$ cat src/rtl/prdgen_pkg.sv
package prdgen_pkg;
  localparam int REG_W    = 8;
  localparam int FLAG_BIT = 7;
  localparam int SEL_LSB  = 4;
  localparam int SEL_W    = 3;
  localparam int CTL_W    = SEL_LSB;
  localparam int CNT_W    = 8;

  // terminal count (period minus one) in base ticks for each select code
  function automatic logic [CNT_W-1:0] term_count(input logic [SEL_W-1:0] code);
    case (code)
      3'd1:    term_count = CNT_W'(0);
      3'd2:    term_count = CNT_W'(3);
      3'd3:    term_count = CNT_W'(15);
      3'd4:    term_count = CNT_W'(63);
      3'd5:    term_count = CNT_W'(127);
      3'd6:    term_count = CNT_W'(255);
      default: term_count = '0;
    endcase
  endfunction

  function automatic logic code_active(input logic [SEL_W-1:0] code);
    code_active = (code != '0) && (code != '1);
  endfunction
endpackage

$ cat src/rtl/prdgen_decode.sv
module prdgen_decode
  import prdgen_pkg::*;
(
  input  logic [SEL_W-1:0] sel,
  output logic             active,
  output logic [CNT_W-1:0] tc
);
  always_comb begin
    active = code_active(sel);
    tc     = term_count(sel);
  end
endmodule

$ cat src/rtl/prdgen_divider.sv
module prdgen_divider
  import prdgen_pkg::*;
(
  input  logic             clk,
  input  logic             rst_n,
  input  logic             tick,
  input  logic             active,
  input  logic [CNT_W-1:0] tc,
  input  logic             restart,
  output logic             evt
);
  logic [CNT_W-1:0] cnt;

  always_ff @(posedge clk) begin
    if (!rst_n)                 cnt <= '0;
    else if (restart || !active) cnt <= '0;
    else if (tick)              cnt <= (cnt == tc) ? '0 : cnt + 1'b1;
  end

  always_comb evt = tick && active && !restart && (cnt == tc);


  restart_zero_chk: assert property (@(posedge clk) disable iff (!rst_n)
    restart |=> (cnt == '0));

  count_step_chk: assert property (@(posedge clk) disable iff (!rst_n)
    (tick && active && !restart && (cnt != tc)) |=> (cnt == CNT_W'($past(cnt) + 1'b1)));

  idle_hold_chk: assert property (@(posedge clk) disable iff (!rst_n)
    !active |=> (cnt == '0));
endmodule

$ cat src/rtl/prdgen_ctl.sv
module prdgen_ctl
  import prdgen_pkg::*;
(
  input  logic             clk,
  input  logic             rst_n,
  input  logic             wr,
  input  logic [REG_W-1:0] wdata,
  input  logic             evt,
  output logic             flag,
  output logic [SEL_W-1:0] sel,
  output logic [CTL_W-1:0] ctl_bits,
  output logic             sel_chg
);
  logic [SEL_W-1:0] new_sel;

  always_comb begin
    new_sel = wdata[SEL_LSB +: SEL_W];
    sel_chg = wr && (new_sel != sel);
  end

  always_ff @(posedge clk) begin
    if (!rst_n) begin
      sel      <= '0;
      ctl_bits <= '0;
    end else if (wr) begin
      sel      <= new_sel;
      ctl_bits <= wdata[CTL_W-1:0];
    end
  end

  always_ff @(posedge clk) begin
    if (!rst_n)                         flag <= 1'b0;
    else if (evt)                       flag <= 1'b1;
    else if (wr && !wdata[FLAG_BIT])    flag <= 1'b0;
  end


  flag_set_chk: assert property (@(posedge clk) disable iff (!rst_n)
    evt |=> flag);

  flag_clr_chk: assert property (@(posedge clk) disable iff (!rst_n)
    (wr && !wdata[FLAG_BIT] && !evt) |=> !flag);

  ctl_hold_chk: assert property (@(posedge clk) disable iff (!rst_n)
    !wr |=> ($stable(sel) && $stable(ctl_bits)));
endmodule

$ cat src/rtl/prdgen_top.sv
module prdgen_top
  import prdgen_pkg::*;
(
  input  logic             clk,
  input  logic             rst_n,
  input  logic             tick_256,
  input  logic             ctl_wr,
  input  logic [REG_W-1:0] ctl_wdata,
  output logic [REG_W-1:0] ctl_rdata,
  output logic             irq
);
  logic             flag, sel_chg, active, evt;
  logic [SEL_W-1:0] sel;
  logic [CTL_W-1:0] ctl_bits;
  logic [CNT_W-1:0] tc;

  prdgen_ctl u_ctl (
    .clk(clk), .rst_n(rst_n), .wr(ctl_wr), .wdata(ctl_wdata), .evt(evt),
    .flag(flag), .sel(sel), .ctl_bits(ctl_bits), .sel_chg(sel_chg)
  );

  prdgen_decode u_dec (.sel(sel), .active(active), .tc(tc));

  prdgen_divider u_div (
    .clk(clk), .rst_n(rst_n), .tick(tick_256), .active(active), .tc(tc),
    .restart(sel_chg), .evt(evt)
  );

  always_comb begin
    ctl_rdata = {flag, sel, ctl_bits};
    irq       = flag && (sel != '0);
  end


  irq_idle_chk: assert property (@(posedge clk) disable iff (!rst_n)
    (ctl_wr && !ctl_wdata[FLAG_BIT] && !evt) |=> !irq);
endmodule

$ cat config.mk
export PLATFORM = sky130hd
export DESIGN_NAME = prdgen_top
export DESIGN_NICKNAME = d
export VERILOG_FILES = /design/src/rtl/prdgen_pkg.sv /design/src/rtl/prdgen_decode.sv /design/src/rtl/prdgen_divider.sv /design/src/rtl/prdgen_ctl.sv /design/src/rtl/prdgen_top.sv
export SDC_FILE = /design/constraint.sdc
export NUM_CORES = 1
export LEC_CHECK = 0
export BUFFER_PORTS_ARGS = -buffer_cell sky130_fd_sc_hd__buf_2
export CAP_MARGIN = 15
export CORE_MARGIN = 3
export CORE_UTILIZATION = 45
export CTS_BUF_LIST = sky130_fd_sc_hd__clkbuf_4
export DETAILED_ROUTE_END_ITERATION = 7
export HOLD_SLACK_MARGIN = 0.05
export MAX_ROUTING_LAYER = met4
export PLACE_DENSITY = 0.7
export SYNTH_ARGS = -nofsm -noshare
export SYNTH_HDL_FRONTEND = slang
export SYNTH_SLANG_ARGS = --single-unit
$ cat constraint.sdc
create_clock -name clk -period 3.11 [get_ports clk]
set_input_delay 0.933 -clock clk [delete_from_list [all_inputs] [get_ports clk]]
set_output_delay 0.933 -clock clk [all_outputs]
set_load 0.005 [all_outputs]
# Yosys cells after proc, flatten, opt, wreduce, memory -nomap -nowiden
# Cells that the tools add are included.
totals:
  regBits: 16
  out_inout_bits: 9
classes:
  add_sub_neg: 1
  n_eq_ne: 8
  mux: 4
  bitwise: 1
  reduce_logical: 14
ops:
  columns: ["op", "count"]
  rows:
  - ["$pmux 8 s5", 1]
  - ["$eq 3x3->1 const B", 3]
  - ["$add 8x1->8 const B", 1]
  - ["$eq 8x8->1", 1]
  - ["$mux 8", 1]
  - ["$logic_and 1x1->1", 7]
  - ["$eq 3x2->1 const B", 2]
  - ["$logic_not 1->1", 3]
  - ["$ne 3x3->1", 1]
  - ["$ne 3x3->1 const B", 1]
  - ["$reduce_bool 3->1", 1]
  - ["$mux 1", 2]
  - ["$reduce_bool 2->1", 1]
  - ["$reduce_or 2->1", 1]
  - ["$logic_or 1x1->1", 1]
  - ["$not 1->1", 1]

# Logic depth before layout (Yosys ltp)
depth:
  word_depth: 6
  ltp_mapped: 5
  mapped_depth_nobuf: 5

# Cells and area by module
# From an unflattened synthesis, not the netlist that was laid out.
hier_totals:
  cells_unflattened: 97
  area_unflattened_um2: 889.6
by_module_without_submodules:
  columns: ["module", "instances", "cells_each", "area_per_inst_um2", "seq_area_each_um2"]
  rows:
  - ["prdgen_divider", 1, 50, 447.9, 160.2]
  - ["prdgen_ctl", 1, 30, 337.8, 160.2]
  - ["prdgen_decode", 1, 15, 87.6, 0.0]
  - ["prdgen_top", 1, 2, 16.3, 0.0]

# Least setup slack after synthesis
# No wires, ideal clock.
synth_path:
  path_type: "input port to flip-flop"
  start: "input port ctl_wr"
  end: "register u_ctl.flag"
  arrival_ns: 1.880
  required_ns: 2.994
  setup_slack_ns: 1.115
  path_stages: 5
  cell_sequence: "clkbuf_1 > nor2b_1 > o21ai_1 > and3_1 > a31o_1"
synth_via:
  elab_chain_len: 5
  word_cells_on_any_way: 7
synth_rtl:
  columns: ["item", "line", "rtl"]
  rows:
  - ["from (decl)", "prdgen_top.sv:7", "input logic ctl_wr,"]
  - ["$logic_and 1x1->1", "prdgen_ctl.sv:18", "sel_chg = wr && (new_sel != sel);"]
  - ["$logic_not 1->1", "prdgen_divider.sv:20", "always_comb evt = tick && active && !restart && (cnt == tc);"]
  - ["$logic_and 1x1->1 (2 in series)", "prdgen_divider.sv:20", null]
  - ["$mux 1 / $reduce_bool 2->1 (equally long branches)", null, null]
  - ["to (signal assigned)", "prdgen_ctl.sv:32", "if (!rst_n) flag <= 1'b0;"]
  - ["to (signal assigned)", "prdgen_ctl.sv:33", "else if (evt) flag <= 1'b1;"]
  - ["to (signal assigned)", "prdgen_ctl.sv:34", "else if (wr && !wdata[FLAG_BIT]) flag <= 1'b0;"]
  - ["to (decl)", "prdgen_ctl.sv:9", "output logic flag,"]
# Several ways; a longest one is shown, not always the timed one.
# A chain may end at the register's enable or synchronous reset.

# Worst setup path after layout
layout_path:
  start: "register u_ctl.sel[1]"
  end: "output port irq"
layout_via:
  elab_chain_len: 2
layout_rtl:
  columns: ["item", "line", "rtl"]
  rows:
  - ["from (decl)", "prdgen_ctl.sv:10", "output logic [SEL_W-1:0] sel,"]
  - ["from (signal assigned)", "prdgen_ctl.sv:26", "sel <= new_sel;"]
  - ["$reduce_bool 3->1", "prdgen_top.sv:31", "irq = flag && (sel != '0);"]
  - ["$logic_and 1x1->1", "prdgen_top.sv:31", null]
  - ["to (decl)", "prdgen_top.sv:10", "output logic irq"]
# No other way between the ends.

==> metrics.md <==
| Metric | Value |
|---|---|
| Status | `completed` |
| Effective utilization at floorplan | `between 50 and 60%` |
| Setup TNS | `0 ns` |
| Pin count of the biggest net entering global routing | `13` |
| Primary FF master, synth | `dfxtp_1` |
| Total chip power | `between 0.3 and 0.4 mW` |
| Congestion Overflow GR | `0` |
| WP buf/inv | `1` |
| Register area | `around 320 sq um` |
| CP Data Required Time | `between 2 and 2.5 ns` |
| Slew @ Worst Pin | `between 0.4 and 0.5 ns` |
| Flops & latches, synth | `16` |
| Post-synth EDFFs | `0` |
| Layout cells sized above 1 | `a little under a quarter` |
| GP Congestion | `~0.76` |
| P_sw | `approximately 0.11 mW` |
| Drt drc | `0` |
| RSZ-0062 raised after global routing | `false` |
| Worst R2R Start | `u_ctl.sel[1]` |
| Port Buffers | `20` |
| Initial antenna violation count | `0` |
| Leakage power | `0.431 nW` |
| Setup violators final | `0` |
| Hold WS | `0.520 ns` |
| Met3 Use GR | `under 10%` |
| Clk slew on worst S/H paths | `about 0.090 ns` |
| Area added between synthesis and finish | `11.4%` |
| Postcts setup bufs | `0` |
| Max Freq | `between 0.4 and 0.5 GHz` |
| Footprint of the multi-input gates | `about 540 sq um` |
| Seq pwr share | `around 56%` |
| Synth area leaders | `dfxtp_1, mux2i_1, nor2b_1` |
| Die footprint | `~0.0026 sq mm` |
| Combinational Power Share | `around 15%` |
| Slew headroom | `~73%` |
| I/O pin count | `21` |
| CP arrival | `roughly 1.2 ns` |
| R2r setup slk | `1.30 ns` |
| DR pass1 iterations | `4` |
| Worst reg2reg endpoint | `u_div.cnt[7]` |
| Post-DR wirelength/cell | `roughly 13 um` |
| Iteration-0 DRC Markers | `14` |
| Most numerous cell in the Yosys netlist | `dfxtp_1` |
| Vias in the first global route | `696` |
| Synth area leader | `dfxtp_1` |
| Die width | `slightly above 50 um` |
| CP startpoint | `u_ctl.sel[1]` |
| Gr busiest metal | `met2` |
| Crit path kind | `register to output port` |
| First-pass GRT wire length | `roughly 3 mm` |
| GRT met2 Usage | `a little under a quarter` |
| Type of origin of the critical path | `register` |
| Met1 usage | `between 15 and 20%` |
| Synthesis Warnings | `0` |
| Clock power frac | `29.1%` |
| Post-synthesis cell area | `slightly above 900 sq um` |
| Synth unique cells | `35` |
| Row cnt | `15` |
| Internal Power | `0.289 mW` |
| Cells along the critical path | `nor3_1 > nor2b_1 > buf_2` |
| Min-delay src | `u_ctl.ctl_bits[1]` |
| HPWL Detailed | `1.29 mm` |
| Tcrit/Tclk final | `roughly 70%` |
| CTS Buffer Depth | `2` |
| Clk root buf | `clkbuf_4` |
| Stages on worst setup path | `3` |
| Die Ht | `51.2 um` |
| Clock Sinks | `16` |
| Sequential fraction of the synthesis area | `around a third` |
| Mapped Nets | `roughly 110` |
| MaxCap Viol Count | `0` |
| Pre-CTS setup slack | `between 0.9 and 1 ns` |
| CP Max Fanout | `12` |
| CTS tree | `yes` |
| Diodes inserted | `0` |
| R2R depth | `4` |
| Final worst-path setup slack | `between 0.9 and 1 ns` |
| Max-slew violation count | `0` |
| Post-route minimum period | `~2.2 ns` |
| Critical Path Sink Type | `output port` |
| Gr usage total | `roughly 16%` |
| Synth top area share | `34.8%` |
| Final hold vios | `0` |
| Syn avg cell area | `9.58 sq um` |
| Synth cell count leaders | `dfxtp_1, nor2b_1, mux2i_1` |
| Crit path largest cell delay | `between 0.5 and 0.6 ns` |
| CTS resizes | `0` |
| CP endpoint | `irq` |
| Routed vias | `736` |
| # fillers | `171` |
| Largest delay share family, worst path | `flip-flops` |
| Hold buffers post-CTS | `0` |
| Type of the tightest min-delay check | `register to register` |
| Post-DRT Antenna Nets | `0` |
| Final Util | `between 50% and 60%` |
| CTS Buf Count | `3` |
| Via density | `between 5 and 6` |
| Worst-Skew Late Latency | `a little under 0.3 ns` |
| CP max-delay cell | `dfxtp_1` |
| Final nets | `128` |
| Synth async-reset ratio | `0%` |
| Power per cell area | `roughly 390 mW/mm^2` |
| Maximum vdd drop | `about 0.26 mV` |
| Mapped Cells | `96` |
| Worst Skew | `around 0.012 ns` |
| Sw Ratio | `a little over a quarter` |
| Core Region | `0.00182 sq mm` |
| # H-tree levels | `1` |
| Final wirelength | `between 1.5 and 2 mm` |
-- metal layers --
layer / vias up / part of all wire, %
met2: 16 / 45
li1: 376 / -
met1: 342 / 51
met5: - / 0
met4: 0 / 0.72
met3: 2 / 4.0
-- registers in the layout, indices dropped and copies added (netlist names) --
signal	count
u_ctl.ctl_bits	4
u_ctl.flag	1
u_div.cnt	8
u_ctl.sel	3
-- cells by family (layout without fill, tap and decap cells) --
| kind of cell | Yosys count | after routing | synth area share [%] |
|---|---|---|---|
| AOI/OAI and AO/OA | 15 | 15 | 14.3 |
| xor gates and xnor gates | 11 | 11 | 10.5 |
| adders and majority gates | 1 | 1 | 1.36 |
| buffers and inverters | 7 | 25 | 6.12 |
| DFF | 16 | 16 | 34.8 |
| muxes | 8 | 8 | 8.71 |
| and+or+nand+nor | 38 | 38 | 24.2 |
-- cells in the final DEF (no fill, tap or decap), drive strengths merged --
cell type | Yosys | final
buf | 4 | 20
dfxtp | 16 | 16
nor2b | 10 | 10
mux2i | 8 | 8
a211oi | 7 | 7
xor2 | 7 | 7
nand2 | 6 | 6
xnor2 | 4 | 4
nor2 | 4 | 4
nor3 | 3 | 3
nand3 | 3 | 3
clkbuf | 2 | 3
nand4 | 2 | 2
or4 | 2 | 2
and3 | 2 | 2
or2 | 1 | 1
and4 | 1 | 1
nand3b | 1 | 1
o211a | 1 | 1
a21boi | 1 | 1
and3b | 1 | 1
o211ai | 1 | 1
a32oi | 1 | 1
and2 | 1 | 1
o21ai | 1 | 1
and2b | 1 | 1
o31ai | 1 | 1
inv | 1 | 1
a21oi | 1 | 1
a31o | 1 | 1
ha | 1 | 1
clkinv | 0 | 1
-- cell type report --
type / count / share of cell area, %
Inverter: 1 / 0.366
Clock buffer: 3 / 2.20
Clock inverter: 1 / 0.366
Tap cell: 25 / 3.05
Sequential cell: 16 / 31.3
Timing Repair Buffer: 20 / 9.77
Multi-Input combinational cell: 73 / 53.0
-- power by group through the flow --
stage | registers, mW | logic [mW] | clock network, mW
4_1_cts | 0.221 | 0.0598 | 0.116
3_5_place_dp | 0.225 | 0.0593 | 0
2_1_floorplan | 0.221 | 0.0488 | 0
5_1_grt | 0.222 | 0.0663 | 0.126
6_report | 0.221 | 0.0600 | 0.115
3_3_place_gp | 0.225 | 0.0586 | 0
-- worst min-delay path: cells and delay by family, from the launching register on --
| kind | cells | cell delay (ns) |
|---|---|---|
| flip-flops | 1 | 0.33 |
| multiplexers | 1 | 0.07 |
| AND/OR/NAND/NOR | 1 | 0.09 |
-- how the worst min path moves through the flow --
stage | end | cells past startpoint
after global placement | u_ctl.ctl_bits[1] | 2
after global routing | u_ctl.ctl_bits[2] | 2
final | u_ctl.ctl_bits[1] | 2
after detailed placement | u_ctl.ctl_bits[1] | 2
after floorplan | u_ctl.ctl_bits[0] | 2
after CTS | u_ctl.ctl_bits[1] | 2
-- per-stage QoR --
stage	std cells	instance area (sq um)
6_report	139	1020
5_1_grt	139	1020
4_1_cts	139	1020
3_5_place_dp	135	998
3_3_place_gp	135	998
2_1_floorplan	96	920
No activity file was read; power rests on OpenSTA's default activity.
